`config.mk`:
```
export PLATFORM = sky130hd
export DESIGN_NAME = pix_line_merge
export DESIGN_NICKNAME = d
export VERILOG_FILES = /design/src/rtl/pix_merge_pkg.sv /design/src/rtl/pix_fifo.sv /design/src/rtl/pix_merge_sel.sv /design/src/rtl/pix_line_merge.sv
export SDC_FILE = /design/constraint.sdc
export NUM_CORES = 2
export LEC_CHECK = 0
export BUFFER_PORTS_ARGS = -buffer_cell sky130_fd_sc_hd__clkbuf_2
export CAP_MARGIN = 15
export CORE_ASPECT_RATIO = 1.25
export CORE_MARGIN = 2
export CORE_UTILIZATION = 55
export DETAILED_ROUTE_END_ITERATION = 10
export PLACE_DENSITY_LB_ADDON = 0.1
export SLEW_MARGIN = 20
export SYNTH_ARGS = -nofsm -noshare
export SYNTH_HDL_FRONTEND = slang
export SYNTH_SLANG_ARGS = --single-unit
```
`constraint.sdc`:
```
create_clock -name clk -period 10.15 [get_ports clk]
set_input_delay 2.03 -clock clk [delete_from_list [all_inputs] [get_ports clk]]
set_output_delay 2.03 -clock clk [all_outputs]
set_load 0.01 [all_outputs]
```
`src/rtl/pix_merge_pkg.sv`:
```
package pix_merge_pkg;

  typedef enum logic {
    MODE_INTERLEAVE = 1'b0,
    MODE_SPLIT      = 1'b1
  } merge_mode_e;

endpackage

```
`src/rtl/pix_fifo.sv`:
```
module pix_fifo #(
  parameter int W     = 24,
  parameter int DEPTH = 64
) (
  input  logic         clk,
  input  logic         rst,
  input  logic         flush,
  input  logic         wr_en,
  input  logic [W-1:0] wr_data,
  input  logic         rd_en,
  output logic [W-1:0] rd_data,
  output logic         empty,
  output logic         full,
  output logic         ovf
);

  localparam int AW = (DEPTH > 1) ? $clog2(DEPTH) : 1;
  localparam int CW = $clog2(DEPTH + 1);
  localparam logic [CW-1:0] FULL_CNT = CW'(DEPTH);
  localparam logic [AW-1:0] LAST_PTR = AW'(DEPTH - 1);

  logic [W-1:0]  mem [DEPTH];
  logic [AW-1:0] wr_ptr, rd_ptr;
  logic [CW-1:0] count;
  logic          do_wr, do_rd;

  function automatic logic [AW-1:0] ptr_inc(input logic [AW-1:0] p);
    return (p == LAST_PTR) ? '0 : p + 1'b1;
  endfunction

  assign empty = (count == '0);
  assign full  = (count == FULL_CNT);
  assign do_wr = wr_en && (flush || !full);
  assign do_rd = rd_en && !empty && !flush;

  // storage without reset so block RAM can be inferred
  always_ff @(posedge clk) begin
    if (do_wr) mem[wr_ptr] <= wr_data;
  end

  always_ff @(posedge clk) begin
    if (do_rd) rd_data <= mem[rd_ptr];
  end

  always_ff @(posedge clk) begin
    if (rst) begin
      wr_ptr <= '0;
      rd_ptr <= '0;
      count  <= '0;
      ovf    <= 1'b0;
    end else if (flush) begin
      rd_ptr <= wr_ptr;
      wr_ptr <= do_wr ? ptr_inc(wr_ptr) : wr_ptr;
      count  <= do_wr ? CW'(1) : '0;
    end else begin
      if (do_wr) wr_ptr <= ptr_inc(wr_ptr);
      if (do_rd) rd_ptr <= ptr_inc(rd_ptr);
      count <= count + CW'(do_wr) - CW'(do_rd);
      if (wr_en && full) ovf <= 1'b1;
    end
  end

endmodule

```
`src/rtl/pix_merge_sel.sv`:
```
module pix_merge_sel
  import pix_merge_pkg::*;
#(
  parameter int LEN_W = 12
) (
  input  logic             clk,
  input  logic             rst,
  input  logic             mode,
  input  logic [LEN_W-1:0] len_a,
  input  logic             a_empty,
  input  logic             b_empty,
  input  logic             a_flush,
  input  logic             b_flush,
  input  logic             rd_req,
  output logic             pop_a,
  output logic             pop_b,
  output logic             pick_b,
  output logic             take_zero
);

  logic             odd_slot;
  logic             right_phase;
  logic [LEN_W-1:0] a_sent;
  logic             a_done;
  logic             avail;

  assign a_done = (a_sent >= len_a);

  always_comb begin
    if (merge_mode_e'(mode) == MODE_SPLIT)
      pick_b = right_phase || a_done || a_empty;
    else
      pick_b = odd_slot;
    avail     = pick_b ? (!b_empty && !b_flush) : (!a_empty && !a_flush);
    take_zero = rd_req && (a_flush || !avail);
    pop_a     = rd_req && !a_flush && !pick_b && avail;
    pop_b     = rd_req && !a_flush &&  pick_b && avail;
  end

  always_ff @(posedge clk) begin
    if (rst || a_flush) begin
      odd_slot    <= 1'b0;
      right_phase <= 1'b0;
      a_sent      <= '0;
    end else if (rd_req) begin
      odd_slot <= ~odd_slot;
      if (merge_mode_e'(mode) == MODE_SPLIT && pick_b) right_phase <= 1'b1;
      if (pop_a) a_sent <= a_sent + 1'b1;
    end
  end

endmodule

```
`src/rtl/pix_line_merge.sv`:
```
module pix_line_merge
  import pix_merge_pkg::*;
#(
  parameter int PIX_W = 24,
  parameter int DEPTH = 64,
  parameter int LEN_W = 12
) (
  input  logic             clk,
  input  logic             rst,
  input  logic             cfg_mode,
  input  logic [LEN_W-1:0] cfg_len_a,
  input  logic [LEN_W-1:0] cfg_len_b,
  input  logic             a_valid,
  input  logic             a_sol,
  input  logic [PIX_W-1:0] a_data,
  input  logic             b_valid,
  input  logic             b_sol,
  input  logic [PIX_W-1:0] b_data,
  input  logic             rd_req,
  input  logic             underrun_clr,
  output logic             out_valid,
  output logic [PIX_W-1:0] out_data,
  output logic             underrun,
  output logic             ovf_a,
  output logic             ovf_b,
  output logic             cfg_err
);

  logic             a_flush, b_flush;
  logic             a_empty, b_empty, a_full, b_full;
  logic             pop_a, pop_b, pick_b, take_zero;
  logic [PIX_W-1:0] a_q, b_q;
  logic             s1_valid, s1_zero, s1_b;

  assign a_flush = a_valid && a_sol;
  assign b_flush = b_valid && b_sol;

  pix_fifo #(.W(PIX_W), .DEPTH(DEPTH)) fifo_a_i (
    .clk(clk), .rst(rst), .flush(a_flush), .wr_en(a_valid), .wr_data(a_data),
    .rd_en(pop_a), .rd_data(a_q), .empty(a_empty), .full(a_full), .ovf(ovf_a)
  );

  pix_fifo #(.W(PIX_W), .DEPTH(DEPTH)) fifo_b_i (
    .clk(clk), .rst(rst), .flush(b_flush), .wr_en(b_valid), .wr_data(b_data),
    .rd_en(pop_b), .rd_data(b_q), .empty(b_empty), .full(b_full), .ovf(ovf_b)
  );

  pix_merge_sel #(.LEN_W(LEN_W)) sel_i (
    .clk(clk), .rst(rst), .mode(cfg_mode), .len_a(cfg_len_a),
    .a_empty(a_empty), .b_empty(b_empty), .a_flush(a_flush), .b_flush(b_flush),
    .rd_req(rd_req), .pop_a(pop_a), .pop_b(pop_b), .pick_b(pick_b),
    .take_zero(take_zero)
  );

  // stage 1: queue read registers load, selection remembered
  always_ff @(posedge clk) begin
    if (rst) begin
      s1_valid <= 1'b0;
      s1_zero  <= 1'b0;
      s1_b     <= 1'b0;
    end else begin
      s1_valid <= rd_req;
      s1_zero  <= take_zero;
      s1_b     <= pick_b;
    end
  end

  // stage 2: registered output pixel
  always_ff @(posedge clk) begin
    if (rst) begin
      out_valid <= 1'b0;
      out_data  <= '0;
    end else begin
      out_valid <= s1_valid;
      if (!s1_valid || s1_zero) out_data <= '0;
      else                      out_data <= s1_b ? b_q : a_q;
    end
  end

  always_ff @(posedge clk) begin
    if (rst) begin
      underrun <= 1'b0;
      cfg_err  <= 1'b0;
    end else begin
      if (take_zero)         underrun <= 1'b1;
      else if (underrun_clr) underrun <= 1'b0;
      cfg_err <= (merge_mode_e'(cfg_mode) == MODE_SPLIT) && (cfg_len_b == '0);
    end
  end

endmodule

```
==> run summary <==
After detailed routing, the number of vias per cell comes to 6.319. The worst hold path terminates at underrun. The die is 532.7 um tall.

The run gives 0.2550 as the total global-route track usage. Clock skew on the completed layout was measured at 37.11 ps. The tools report the hold buffer count at CTS as 0.

Of all cell types, the one taking the most synthesized area is sky130_fd_sc_hd__edfxtp_1. The run finished with clean final reports. Die area: 227400 um^2.

At the end of the flow, the number of nets in the layout was 5583. The Yosys step of the flow raised 0 warnings. The number of gates resized after CTS was 0; the final-layout fill cell count was 15180. The worst hold path belongs to the class flop to flop. Detailed routing inserted a total of 54650 vias. The cell count after synthesis is 5191. In the final timing run, aggregate negative setup slack is 0 ps. Sequential fraction of the synthesis area: 0.7755. For the floorplan row count, the log shows 194.

Dividing total power by cell area gives a power density of 205.4 nW/um^2. Detailed placement finished with a half-perimeter wire length of 167.8 mm. In this run the post-CTS setup repair buffer count came out at 0. In the routed design, unresolved DRC markers number 0.

For the final routed wirelength across all metal layers, the log shows 285.7 mm. Starting density of the core: 0.5519. Kind of end point of the critical path: a flop.

Counting flops with a built-in enable in the synthesized netlist gives 3120. The highest clock frequency the design can meet came out at 173.2 MHz. The number of clock sinks is 3204.

The cell at the root of the clock tree is sky130_fd_sc_hd__clkbuf_16. The transition time at the pin with the least slew margin is 1131 ps. Traced cell by cell, the critical path runs through clkbuf_2 -> ha_1 -> nand2b_1 -> a2111oi_2 -> buf_4 -> or4b_1 -> a41o_1 -> nor2_4 -> ha_1 -> inv_1 -> ha_1 -> fa_1 -> a21oi_1 -> o21bai_1 -> a21oi_1 -> nor2_1 -> or3_1 -> a21oi_1.

The critical path data required time is 10930 ps, and the residual antenna-violating net count after detailed routing is 0. Counting cells, the worst reg-to-reg path comes to 16. TritonCTS built the clock tree.

In this run the mean area of a mapped cell was 23.69 um^2. The most common flop cell mapped by yosys is sky130_fd_sc_hd__edfxtp_1. The final max-slew violation count was 0; the width of the chip was 427.0 um. In this run the critical register-to-register path is captured at fifo_b_i.count[6]. The total overflow left after global routing is 0. For the number of max-cap violations, the log shows 0.

The post-placement cell count was 8089; the number of nets produced by synthesis was 5309. The first detailed-routing pass ran for 5 iterations. For the final core utilization, the log shows 0.6180. The logs give 222800 um^2 for the placeable core area and 56 for the number of distinct library cells after synthesis.

Post-layout minimum cycle time: 5773 ps. The run gives 56910 as the number of global-route vias before repair. Count of endpoints failing hold in the final timing report: 0.

The wire length of the first global-routing pass was 411.6 mm; the max-slew headroom at the worst pin was 0.2442. For the area occupied by registers, the log shows 95410 um^2. In this run the count of I/O pins placed on the die edge is 110. For this run, the slowest stage of the critical path takes 730 ps.

The clock latency on the worst-skew pair is 870 ps, and the register clock-pin slew on the reported worst setup and hold paths is 70 ps. Synthesis inferred 3204 register bits. In the final layout, the multi-input gates occupy 27060 um^2. After synthesis, the cell types taking the most area are sky130_fd_sc_hd__edfxtp_1 (76%), sky130_fd_sc_hd__mux4_2 (18%), sky130_fd_sc_hd__dfxtp_1 (1.4%). The initial antenna violation count was 12.

Along the worst path, the maximum fanout reaches 25. The longest clock path from root to sink contains 4 buffers. The proportion of synthesized flip-flops having asynchronous set or reset is 0. After synthesis, the most frequently instantiated cells are sky130_fd_sc_hd__edfxtp_1 (3120), sky130_fd_sc_hd__mux4_2 (960), sky130_fd_sc_hd__nor2_1 (204).

Dividing the detail-routed wire length by the instance count gives 33.04 um. Most used standard cell by instance count after synthesis: sky130_fd_sc_hd__edfxtp_1. The top-area cell type share of the netlist area was 0.7618; the share of layout cells above drive strength 1 was 0.3202. Setup repair after global routing left no endpoint under its margin. The count of buffers added on input and output ports is 109. For this design the static power due to leakage is 41.37 nW. The setup check on the worst reg-to-reg path leaves a slack of 4730 ps. The worst-path cell with the longest stage delay is sky130_fd_sc_hd__nor2_4.

The detailed router finished its first iteration with 5381 violations. The run gives 0 as the number of failing setup endpoints in the final timing report. The area added between synthesis and finish works out to 11.96%.

VDD sags by at most 0.0001757 V. In this run the most critical hold path is launched from underrun. The tools report the startpoint of the worst register-to-register path as sel_i.a_sent[2].

The placer congestion estimate was 0.8002. Broken down by cell family, the worst path's largest delay share belongs to simple AND/OR/NAND/NOR gates. Worst setup path category: input port to flop. The hold-critical path depth came out at 1. The buffer and inverter count on the worst path is 3. Total clock buffers created by CTS: 314. The maximum level of the CTS H-tree came out at 5.

The cell area that synthesis handed to floorplanning was 123000 um^2. The count of cells in the finished layout, fillers not included, comes to 8648. The worst setup path is launched from an input port. The part of the cycle the worst path needs was 0.5688. The tools report the worst endpoint data arrival time as 6550 ps. Entering global routing, the biggest net connects 132 pins.
-- per-layer routing --
layer / GRT usage / wire length (um) / up-vias
li1: - / - / 22730
met1: 0.3338 / 108700 / 29760
met2: 0.4401 / 150900 / 1723
met3: 0.03362 / 15140 / 422
met4: 0.09280 / 10880 / 6
met5: 0 / 42 / -
-- area by class of cell --
type,instances,area share
well taps,2940,0.02671
repair buffers,240,0.01189
clock buffers,389,0.06101
inverters,36,0.001018
flip-flops and latches,3204,0.6929
clock inverters,164,0.009868
multi-input cells,1669,0.1965
diodes,6,0.0001090
-- power by group --
| group | switching, W | internal, W |
|---|---|---|
| Combinational | 0.00129 | 0.00106 |
| Sequential | 0.0000972 | 0.0146 |
| Clock | 0.00482 | 0.00638 |
-- worst register-to-register path, stage by stage, from the launching register on --
cell                       delay (ps)
sky130_fd_sc_hd__dfxtp_1          850
sky130_fd_sc_hd__ha_1             380
sky130_fd_sc_hd__o21a_1           190
sky130_fd_sc_hd__nor2_2           550
sky130_fd_sc_hd__or4b_1           270
sky130_fd_sc_hd__a41o_1           740
sky130_fd_sc_hd__nor2_4           320
sky130_fd_sc_hd__ha_1             390
sky130_fd_sc_hd__inv_1             40
sky130_fd_sc_hd__ha_1             200
sky130_fd_sc_hd__fa_1             450
sky130_fd_sc_hd__a21oi_1          150
sky130_fd_sc_hd__o21bai_1         110
sky130_fd_sc_hd__a21oi_1          160
sky130_fd_sc_hd__nor2_1            60
sky130_fd_sc_hd__or3_1            340
sky130_fd_sc_hd__a21oi_1          140
-- through the flow --
| step | total power (W) | area [um^2] | setup slack (ps) | hold WS [ps] |
|---|---|---|---|---|
| finish | 0.02829 | 137700 | 4377 | 454.6 |
| global route | 0.02912 | 137700 | 4106 | 474.3 |
| CTS | 0.02854 | 137700 | 4409 | 460.9 |
| detailed placement | 0.01741 | 127900 | 3505 | 445.4 |
| global placement | 0.01739 | 127900 | 3185 | 435.7 |
| floorplan | 0.01655 | 123000 | 3399 | 448.8 |
-- worst max path at each step --
stage             startpoint           endpoint  slack (ps)  cells after the start
2_1_floorplan  cfg_len_a[11]  fifo_b_i.count[6]        3400                     19
3_3_place_gp    cfg_len_a[2]  fifo_b_i.count[6]        3180                     18
3_5_place_dp    cfg_len_a[0]  fifo_b_i.count[6]        3510                     18
4_1_cts         cfg_len_a[0]  fifo_b_i.count[6]        4410                     18
5_1_grt        cfg_len_a[10]  fifo_b_i.count[6]        4110                     18
6_report        cfg_len_a[0]  fifo_b_i.count[6]        4380                     18
-- cells by family (layout without fill, tap and decap cells) --
kind of cell / Yosys count / count (layout) / share of synthesized area
compound gates: 152 / 152 / 0.007753
fa+ha+maj: 37 / 37 / 0.003886
simple gates: 376 / 376 / 0.01378
mux: 1086 / 1086 / 0.1865
other cells: 0 / 6 / 0
xor+xnor: 18 / 18 / 0.001282
buf+inv: 318 / 829 / 0.01128
flops: 3204 / 3204 / 0.7755
-- sequential cells by signal (all words and copies together) (netlist names), 7 cells and up --
signal / flops
fifo_a_i.rd_data: 24
fifo_b_i.count: 7
fifo_b_i.rd_data: 24
out_data: 24
sel_i.a_sent: 12
fifo_a_i.mem: 1536
fifo_a_i.count: 7
fifo_b_i.mem: 1536
-- layout by cell type, fill, tap and decap left out, types with 73 or more instances in the layout --
cell type / Yosys / final
sky130_fd_sc_hd__mux4_2: 960 / 960
sky130_fd_sc_hd__buf_4: 16 / 122
sky130_fd_sc_hd__nand2_1: 76 / 76
sky130_fd_sc_hd__clkbuf_16: 0 / 323
sky130_fd_sc_hd__nor2_1: 204 / 73
sky130_fd_sc_hd__clkbuf_2: 0 / 109
sky130_fd_sc_hd__clkinv_1: 0 / 73
sky130_fd_sc_hd__edfxtp_1: 3120 / 3120
sky130_fd_sc_hd__nor2_4: 0 / 99
sky130_fd_sc_hd__mux2i_1: 78 / 78
Power figures use the tool's default switching activity.
